## src/rtl/pcSeqPkg.sv

```systemverilog
package pcSeqPkg;
  localparam int ADDR_BYTES = 2;

  typedef struct packed {
    logic                  incPc;
    logic                  loadPc;
    logic [ADDR_BYTES-1:0] wrPre;
    logic [ADDR_BYTES-1:0] wrTmp;
  } ctrlStrobes_t;
endpackage

```

## src/rtl/pcControl.sv

```systemverilog
module pcControl
  import pcSeqPkg::*;
(
  input  logic                  clk,
  input  logic                  rstN,
  input  logic                  advance,
  input  logic                  execute,
  input  logic [ADDR_BYTES-1:0] wrPreReq,
  input  logic [ADDR_BYTES-1:0] wrTmpReq,
  input  logic [3:0]            flagVec,
  input  logic [1:0]            flagSel,
  input  logic [1:0]            jumpMode,
  output ctrlStrobes_t          strobes
);
  logic selFlag;
  logic [1:0] effMode;
  logic takeJump;
  logic commit;

  // flag order: 0 minus, 1 zero, 2 ALU carry, 3 stored carry
  assign selFlag = flagVec[flagSel];

  // outside execute the mode reads as "never"
  assign effMode = execute ? jumpMode : 2'b11;

  always_comb begin
    unique case (effMode)
      2'b00:   takeJump = 1'b1;
      2'b01:   takeJump = selFlag;
      2'b10:   takeJump = ~selFlag;
      default: takeJump = 1'b0;
    endcase
  end

  assign commit         = advance & execute;
  assign strobes.loadPc = advance & takeJump;
  assign strobes.incPc  = advance & ~takeJump;
  assign strobes.wrPre  = commit ? wrPreReq : '0;
  assign strobes.wrTmp  = commit ? wrTmpReq : '0;

  p_no_load_outside_exec_r7: assert property (@(posedge clk) disable iff (!rstN)
    !execute |-> !strobes.loadPc);
  p_mode_never_r5: assert property (@(posedge clk) disable iff (!rstN)
    (jumpMode == 2'b11) |-> !strobes.loadPc);
  p_mode_always_r5: assert property (@(posedge clk) disable iff (!rstN)
    (advance && execute && jumpMode == 2'b00) |-> strobes.loadPc);
  p_write_gated_r10: assert property (@(posedge clk) disable iff (!rstN)
    !(advance && execute) |-> (strobes.wrPre == '0 && strobes.wrTmp == '0));
endmodule

```

## src/rtl/pcDatapath.sv

```systemverilog
module pcDatapath
  import pcSeqPkg::*;
#(
  parameter int ADDR_W = 16,
  parameter int BYTE_W = 8
) (
  input  logic              clk,
  input  logic              rstN,
  input  ctrlStrobes_t      strobes,
  input  logic [BYTE_W-1:0] dataIn,
  input  logic              addrSrc,
  output logic [ADDR_W-1:0] addr
);
  localparam int NB = ADDR_W / BYTE_W;

  logic [ADDR_W-1:0] pcReg;
  logic [ADDR_W-1:0] preloadReg;
  logic [ADDR_W-1:0] tmpReg;

  always_ff @(posedge clk) begin
    if (!rstN)               pcReg <= '0;
    else if (strobes.loadPc) pcReg <= preloadReg;
    else if (strobes.incPc)  pcReg <= pcReg + 1'b1;
  end

  for (genvar b = 0; b < NB; b++) begin : g_byte
    always_ff @(posedge clk) begin
      if (!rstN) begin
        preloadReg[b*BYTE_W +: BYTE_W] <= '0;
        tmpReg[b*BYTE_W +: BYTE_W]     <= '0;
      end else begin
        if (strobes.wrPre[b]) preloadReg[b*BYTE_W +: BYTE_W] <= dataIn;
        if (strobes.wrTmp[b]) tmpReg[b*BYTE_W +: BYTE_W]     <= dataIn;
      end
    end
  end

  assign addr = addrSrc ? pcReg : tmpReg;

  p_hold_r3: assert property (@(posedge clk) disable iff (!rstN)
    (!strobes.incPc && !strobes.loadPc) |=> $stable(pcReg));
  p_inc_r2: assert property (@(posedge clk) disable iff (!rstN)
    strobes.incPc |=> pcReg == $past(pcReg) + 1'b1);
  p_load_r8: assert property (@(posedge clk) disable iff (!rstN)
    strobes.loadPc |=> pcReg == $past(preloadReg));
  p_strobe_excl_r6: assert property (@(posedge clk) disable iff (!rstN)
    $countones({strobes.incPc, strobes.loadPc}) <= 1);
endmodule

```

## src/rtl/pcSequencer.sv

```systemverilog
module pcSequencer
  import pcSeqPkg::*;
#(
  parameter int ADDR_W = 16,
  parameter int BYTE_W = 8
) (
  input  logic              clk,
  input  logic              rstN,
  input  logic              advance,
  input  logic              execute,
  input  logic [BYTE_W-1:0] dataIn,
  input  logic              wrPreLo,
  input  logic              wrPreHi,
  input  logic              wrTmpLo,
  input  logic              wrTmpHi,
  input  logic              flagMinus,
  input  logic              flagZero,
  input  logic              aluCarry,
  input  logic              storedCarry,
  input  logic [1:0]        flagSel,
  input  logic [1:0]        jumpMode,
  input  logic              addrSrc,
  output logic [ADDR_W-1:0] addr
);
  ctrlStrobes_t strobes;

  pcControl u_ctrl (
    .clk      (clk),
    .rstN     (rstN),
    .advance  (advance),
    .execute  (execute),
    .wrPreReq ({wrPreHi, wrPreLo}),
    .wrTmpReq ({wrTmpHi, wrTmpLo}),
    .flagVec  ({storedCarry, aluCarry, flagZero, flagMinus}),
    .flagSel  (flagSel),
    .jumpMode (jumpMode),
    .strobes  (strobes)
  );

  pcDatapath #(.ADDR_W(ADDR_W), .BYTE_W(BYTE_W)) u_dp (
    .clk     (clk),
    .rstN    (rstN),
    .strobes (strobes),
    .dataIn  (dataIn),
    .addrSrc (addrSrc),
    .addr    (addr)
  );
endmodule

```

## config.mk

```make
export PLATFORM = sky130hd
export DESIGN_NAME = pcSequencer
export DESIGN_NICKNAME = d
export VERILOG_FILES = /design/src/rtl/pcSeqPkg.sv /design/src/rtl/pcControl.sv /design/src/rtl/pcDatapath.sv /design/src/rtl/pcSequencer.sv
export SDC_FILE = /design/constraint.sdc
export NUM_CORES = 1
export LEC_CHECK = 0
export ABC_AREA = 1
export CORE_MARGIN = 2
export CORE_UTILIZATION = 35
export CTS_CLUSTER_SIZE = 12
export DETAILED_ROUTE_END_ITERATION = 10
export HOLD_SLACK_MARGIN = 0.12
export PLACE_DENSITY = 0.57
export SYNTH_ARGS = -nofsm -noshare
export SYNTH_HDL_FRONTEND = slang
export SYNTH_SLANG_ARGS = --single-unit
```

## constraint.sdc

```tcl
create_clock -name clk -period 1.58 [get_ports clk]
set_input_delay 0.158 -clock clk [delete_from_list [all_inputs] [get_ports clk]]
set_output_delay 0.158 -clock clk [all_outputs]
set_load 0.03 [all_outputs]
```

# == Word-level counts from Yosys, hierarchy flattened ==
# Cells that the tools add are included.
# classes
n_addsub,1
mul,0
div_mod_pow,0
magnitude_cmp,1
eq_ne,2
n_shift,0
muxes,9
bitwise_logic,5
n_reduce_logical,2
# ops
operator,count
16-bit 2-to-1 mux,3
"16-bit by 1-bit adder with 16-bit output, second input constant",1
2-bit 2-to-1 mux,3
1-bit AND,3
"2-bit by 3-bit < comparator with 1-bit output, second input constant",1
1-bit one-hot mux with 3 select lines,1
1-bit binary-select mux with 2-bit select,1
"2-bit by 1-bit equality test with 1-bit output, second input constant",1
"2-bit equality test, second input constant",1
2-bit zero test,1
1-bit inverter,2
2-bit nonzero test,1
1-bit 2-to-1 mux,1
# word_totals
ff_bits,48
latchBits,0
ram_bits,0
mem_bits_ro,0
out_inout_bits,16
memories,0

# == Longest topological paths before layout ==
# depth
word_depth,8
mapped_depth,11
mapped_depth_nobuf,10

# == By module ==
# Synthesis repeated with hierarchy kept, for this count alone.
# unflattened
cells_unflattened,357
hier_area_um2,2361.0
# modules_own_cells
module,n_inst,cells_each,area_each_um2,seq_area_each_um2
pcDatapath,1,325,2225.9,960.9
pcControl,1,32,135.1,0.0

# == Least setup slack after synthesis ==
# Ideal clock, no wire load.
# synth_timing
path_kind,reg-to-reg
from,register u_dp.pcReg[0]
to,register u_dp.pcReg[12]
arrival_ns,1.209
t_required_ns,1.446
setup_slack_ns,0.237
path_stages_with_launch,11
synth_period_minus_slack_ns,1.343
path_cell_list,dfxtp_1 -> ha_1 -> nand2_1 -> inv_1 -> nand3_2 -> nor2_1 -> nand3_1 -> nand2_1 -> nand2_1 -> nand2_1 -> a21oi_1
# synth_via
elab_chain_cells,3
# synth_rtl
element,line_no,rtl
start: declaration,pcDatapath.sv:16,logic [ADDR_W-1:0] pcReg;
start signal: assignment,pcDatapath.sv:22,else if (strobes.loadPc) pcReg <= preloadReg;
start signal: assignment,pcDatapath.sv:23,else if (strobes.incPc) pcReg <= pcReg + 1'b1;
16-bit by 1-bit adder with 16-bit output,pcDatapath.sv:23,
16-bit 2-to-1 mux,pcDatapath.sv:23,
16-bit 2-to-1 mux,pcDatapath.sv:22,
# No other way between the ends. The select of a mux whose other input is x is not followed.
# A chain may end at the register's enable or synchronous reset.

# == Worst setup path in the final report ==
# layout_timing
from,input addrSrc
to,output addr[1]
# layout_via
elab_chain_cells,1
# layout_rtl
element,line_no,rtl
start: declaration,pcSequencer.sv:22,"input logic addrSrc,"
16-bit 2-to-1 mux,pcDatapath.sv:38,assign addr = addrSrc ? pcReg : tmpReg;
end: declaration,pcSequencer.sv:23,output logic [ADDR_W-1:0] addr
# No other way between the ends.

==> out/metrics.cfg <==
[detailed_routing]
viasPerCell=4.735
drtIter0Drc=100
wl_mm=6.922
drcViolationCount=0
dr.pass1.iters=5
wl_per_cell_microns=13.11
dr_total_vias=2500
antenna_left=0

[power]
leakage_nw=1.328
ir_drop_mv=0.3780
power_density_nw_per_um2=798.3

[yosys]
yosys_warnings=0
syn_avg_cell_area_sq_um=6.949
yosys.area_share.adder_pct=0.4815
synth.area.top_cells=dfxtp_1, nand2_1, a21oi_1
synth_top_cell_by_area=dfxtp_1
synth.top_cell.area_share_pct=36.98
synth_cell_types=29
syn_inst=374
seq_area_frac_synth_pct=36.98
muxShareOfSynthArea_pct=0
synth_fp_nets=400
synth_xor_area_share_pct=1.685
synth_compound_area_share_pct=23.01
syn-cell-area_sq_um=2599
ys_ff_latch=48
synth_top_family_by_area=simple AND/OR/NAND/NOR gates
synthSimpleGateAreaFrac_pct=26.43

[sta]
rsz0062_at_grt=yes
final_hold_viol_count=0
setup_viol=0
period_share_pct=92.05
relSlewSlack_pct=62.20
worst_pin_slew_ns=0.5663
drv_slew=0
clock_skew_ns=0.006167
finalCriticalPeriod_ns=1.454
fmax_mhz=687.6
whs_ns=0.4472

[floorplanning]
die_h_microns=90.17
core_area_sq_um=7214
rows=31
start_util_pct=36.02
dieArea_sq_um=8131
io-pin-count=41
fp.dieW_microns=90.17

[place]
hpwl_mm=5.318
dpl_cell_area_sq_um=3196
io_buffers=40
gp_congestion=0.7937

[setup_path]
regToRegSetupSlack_ns=0.13
r2r-start=u_dp.pcReg[1]
crit_type=input pin to output port
worstPathArrival_ns=1.30
crit_fanout=32
endpoint_kind=output port
rr_worst_depth=9
start_kind=input pin
crit_required_ns=1.42
regToRegEndpoint=u_dp.pcReg[8]

[layout]
multiInputGateArea_sq_um=1363
syn2layout_area_growth_pct=27.92
n_antenna_cell=0
fin_nets=454
stdcell_area_sq_um=3324
layout-drive-gt1-share_pct=19.81
fillers=786
seq_area_sq_um=963.4

[outcome]
outcome=finished clean

[clock_tree]
cts.sinks=48
root_buffer=clkbuf_8
clk_pin_slew_worst_paths_ns=0.09
numCtsBuffers=5
cts_tree=built
cts_htree_levels=2
clockBufferDepth=2
clk_latency_ns=0.30

[min_path]
hold_class=flip-flop to flip-flop
worstHoldEndpoint=u_dp.tmpReg[10]
min_path_cells=2
min_from=u_dp.tmpReg[10]

[global_routing]
antenna_found_initial=0
gr-total-overflow=0
grt_pass1_vias=2417
grt_max_degree=33
grt.total_usage_pct=17.71
grt_pass1_wl_mm=11.66

[job]
maxCapViolCount=0

## cells in the final DEF, fill, tap and decap left out, types with 2 or more instances in the layout
master	Yosys	layout
nor2_2	2	2
a21oi_2	3	4
nand2_2	7	9
nand2_1	81	79
nor2_1	9	9
inv_2	4	5
nor2_4	2	2
xor2_1	4	4
nand4_1	3	3
clkdlybuf4s50_1	0	24
a21oi_1	58	57
nand2_4	2	2
buf_4	0	35
buf_12	0	3
dfxtp_1	48	46
nand3_1	16	16
inv_1	51	50
o21ai_0	53	53
nand3_2	5	5
dfxtp_2	0	2
nand3_4	3	3
clkbuf_8	0	6
## worst max-delay path by stage
stage | startpoint | endpoint
2_1_floorplan | u_dp.pcReg[0] | u_dp.pcReg[12]
3_3_place_gp | flagSel[0] | u_dp.pcReg[0]
3_5_place_dp | flagSel[0] | u_dp.pcReg[2]
4_1_cts | u_dp.pcReg[0] | u_dp.pcReg[10]
5_1_grt | u_dp.pcReg[1] | u_dp.pcReg[12]
6_report | addrSrc | addr[1]
## final cells by class
cell class / instances / area share [%]
Inverter: 55 / 6.210
Timing Repair Buffer: 63 / 17.28
Clock buffer: 7 / 2.597
Tap cell: 99 / 3.726
Sequential cell: 48 / 28.98
Clock inverter: 1 / 0.2258
Multi-Input combinational cell: 255 / 40.99
## synthesized netlist by cell type
master,number
buf_6,3
a21oi_2,3
nor2_4,2
nor3_4,1
nand3_4,3
xnor2_1,1
nand3_1,16
a21oi_1,58
buf_1,2
nand2_4,2
o21bai_1,1
nand2_1,81
clkbuf_1,7
xor2_1,4
o21ai_0,53
nand2_2,7
clkbuf_4,1
inv_2,4
nand3b_4,1
nand4_1,3
o21ai_2,1
nor3_2,1
nor2_2,2
nand3_2,5
dfxtp_1,48
inv_1,51
buf_2,3
nor2_1,9
ha_1,1
## what timing repair did
item                                   4_1_cts  5_1_grt
gates resized for setup                      0        9
setup endpoints to repair                    0        6
endpoints found under the hold margin        0        0
hold buffers                                 0        0
buffers inserted                             0        1
## flip-flops by register name, indices dropped and copies added, names as in the netlist
signal           count
u_dp.pcReg          16
u_dp.preloadReg     16
u_dp.tmpReg         16
## where the power goes
part,switching [W],leakage [nW],internal (W)
clock,0.000422,0.0445,0.000357
sequential,0.0000438,0.393,0.00128
combinational,0.000321,0.891,0.000234
## metrics by stage
stage | total power (W) | worst slack (ns) | utilization, % | setup TNS [ns] | std cells
6_report | 0.002654 | 0.1256 | 46.08 | 0 | 528
3_5_place_dp | 0.001898 | -0.1093 | 44.29 | -0.9324 | 519
4_1_cts | 0.002672 | 0.1041 | 45.59 | 0 | 527
3_3_place_gp | 0.001890 | -0.04218 | 44.29 | -0.2209 | 519
2_1_floorplan | 0.001664 | 0.2371 | - | 0 | 374
5_1_grt | 0.002793 | -0.01948 | 46.08 | -0.03595 | 528
## logic make-up after synthesis
family                   Yosys count
AO/OA/AOI/OAI                    116
flip-flops                        48
XOR/XNOR                           5
buffers and inverters             71
adder cells (fa/ha/maj)            1
AND/OR/NAND/NOR                  133
## worst max-delay path, cell delays in order
cell,delay (ns)
clkdlybuf4s50_1,0.44
buf_12,0.18
o21ai_0,0.28
buf_4,0.23
## metal layers
metal  vias to the layer above  GRT usage, %  wire (microns)
li1                       1312             -               -
met3                         5         3.101             276
met4                         0         3.462              38
met1                      1139         23.66            3263
met2                        44         30.14            3343
met5                         -             0               0
Power figures use the tool's default switching activity.
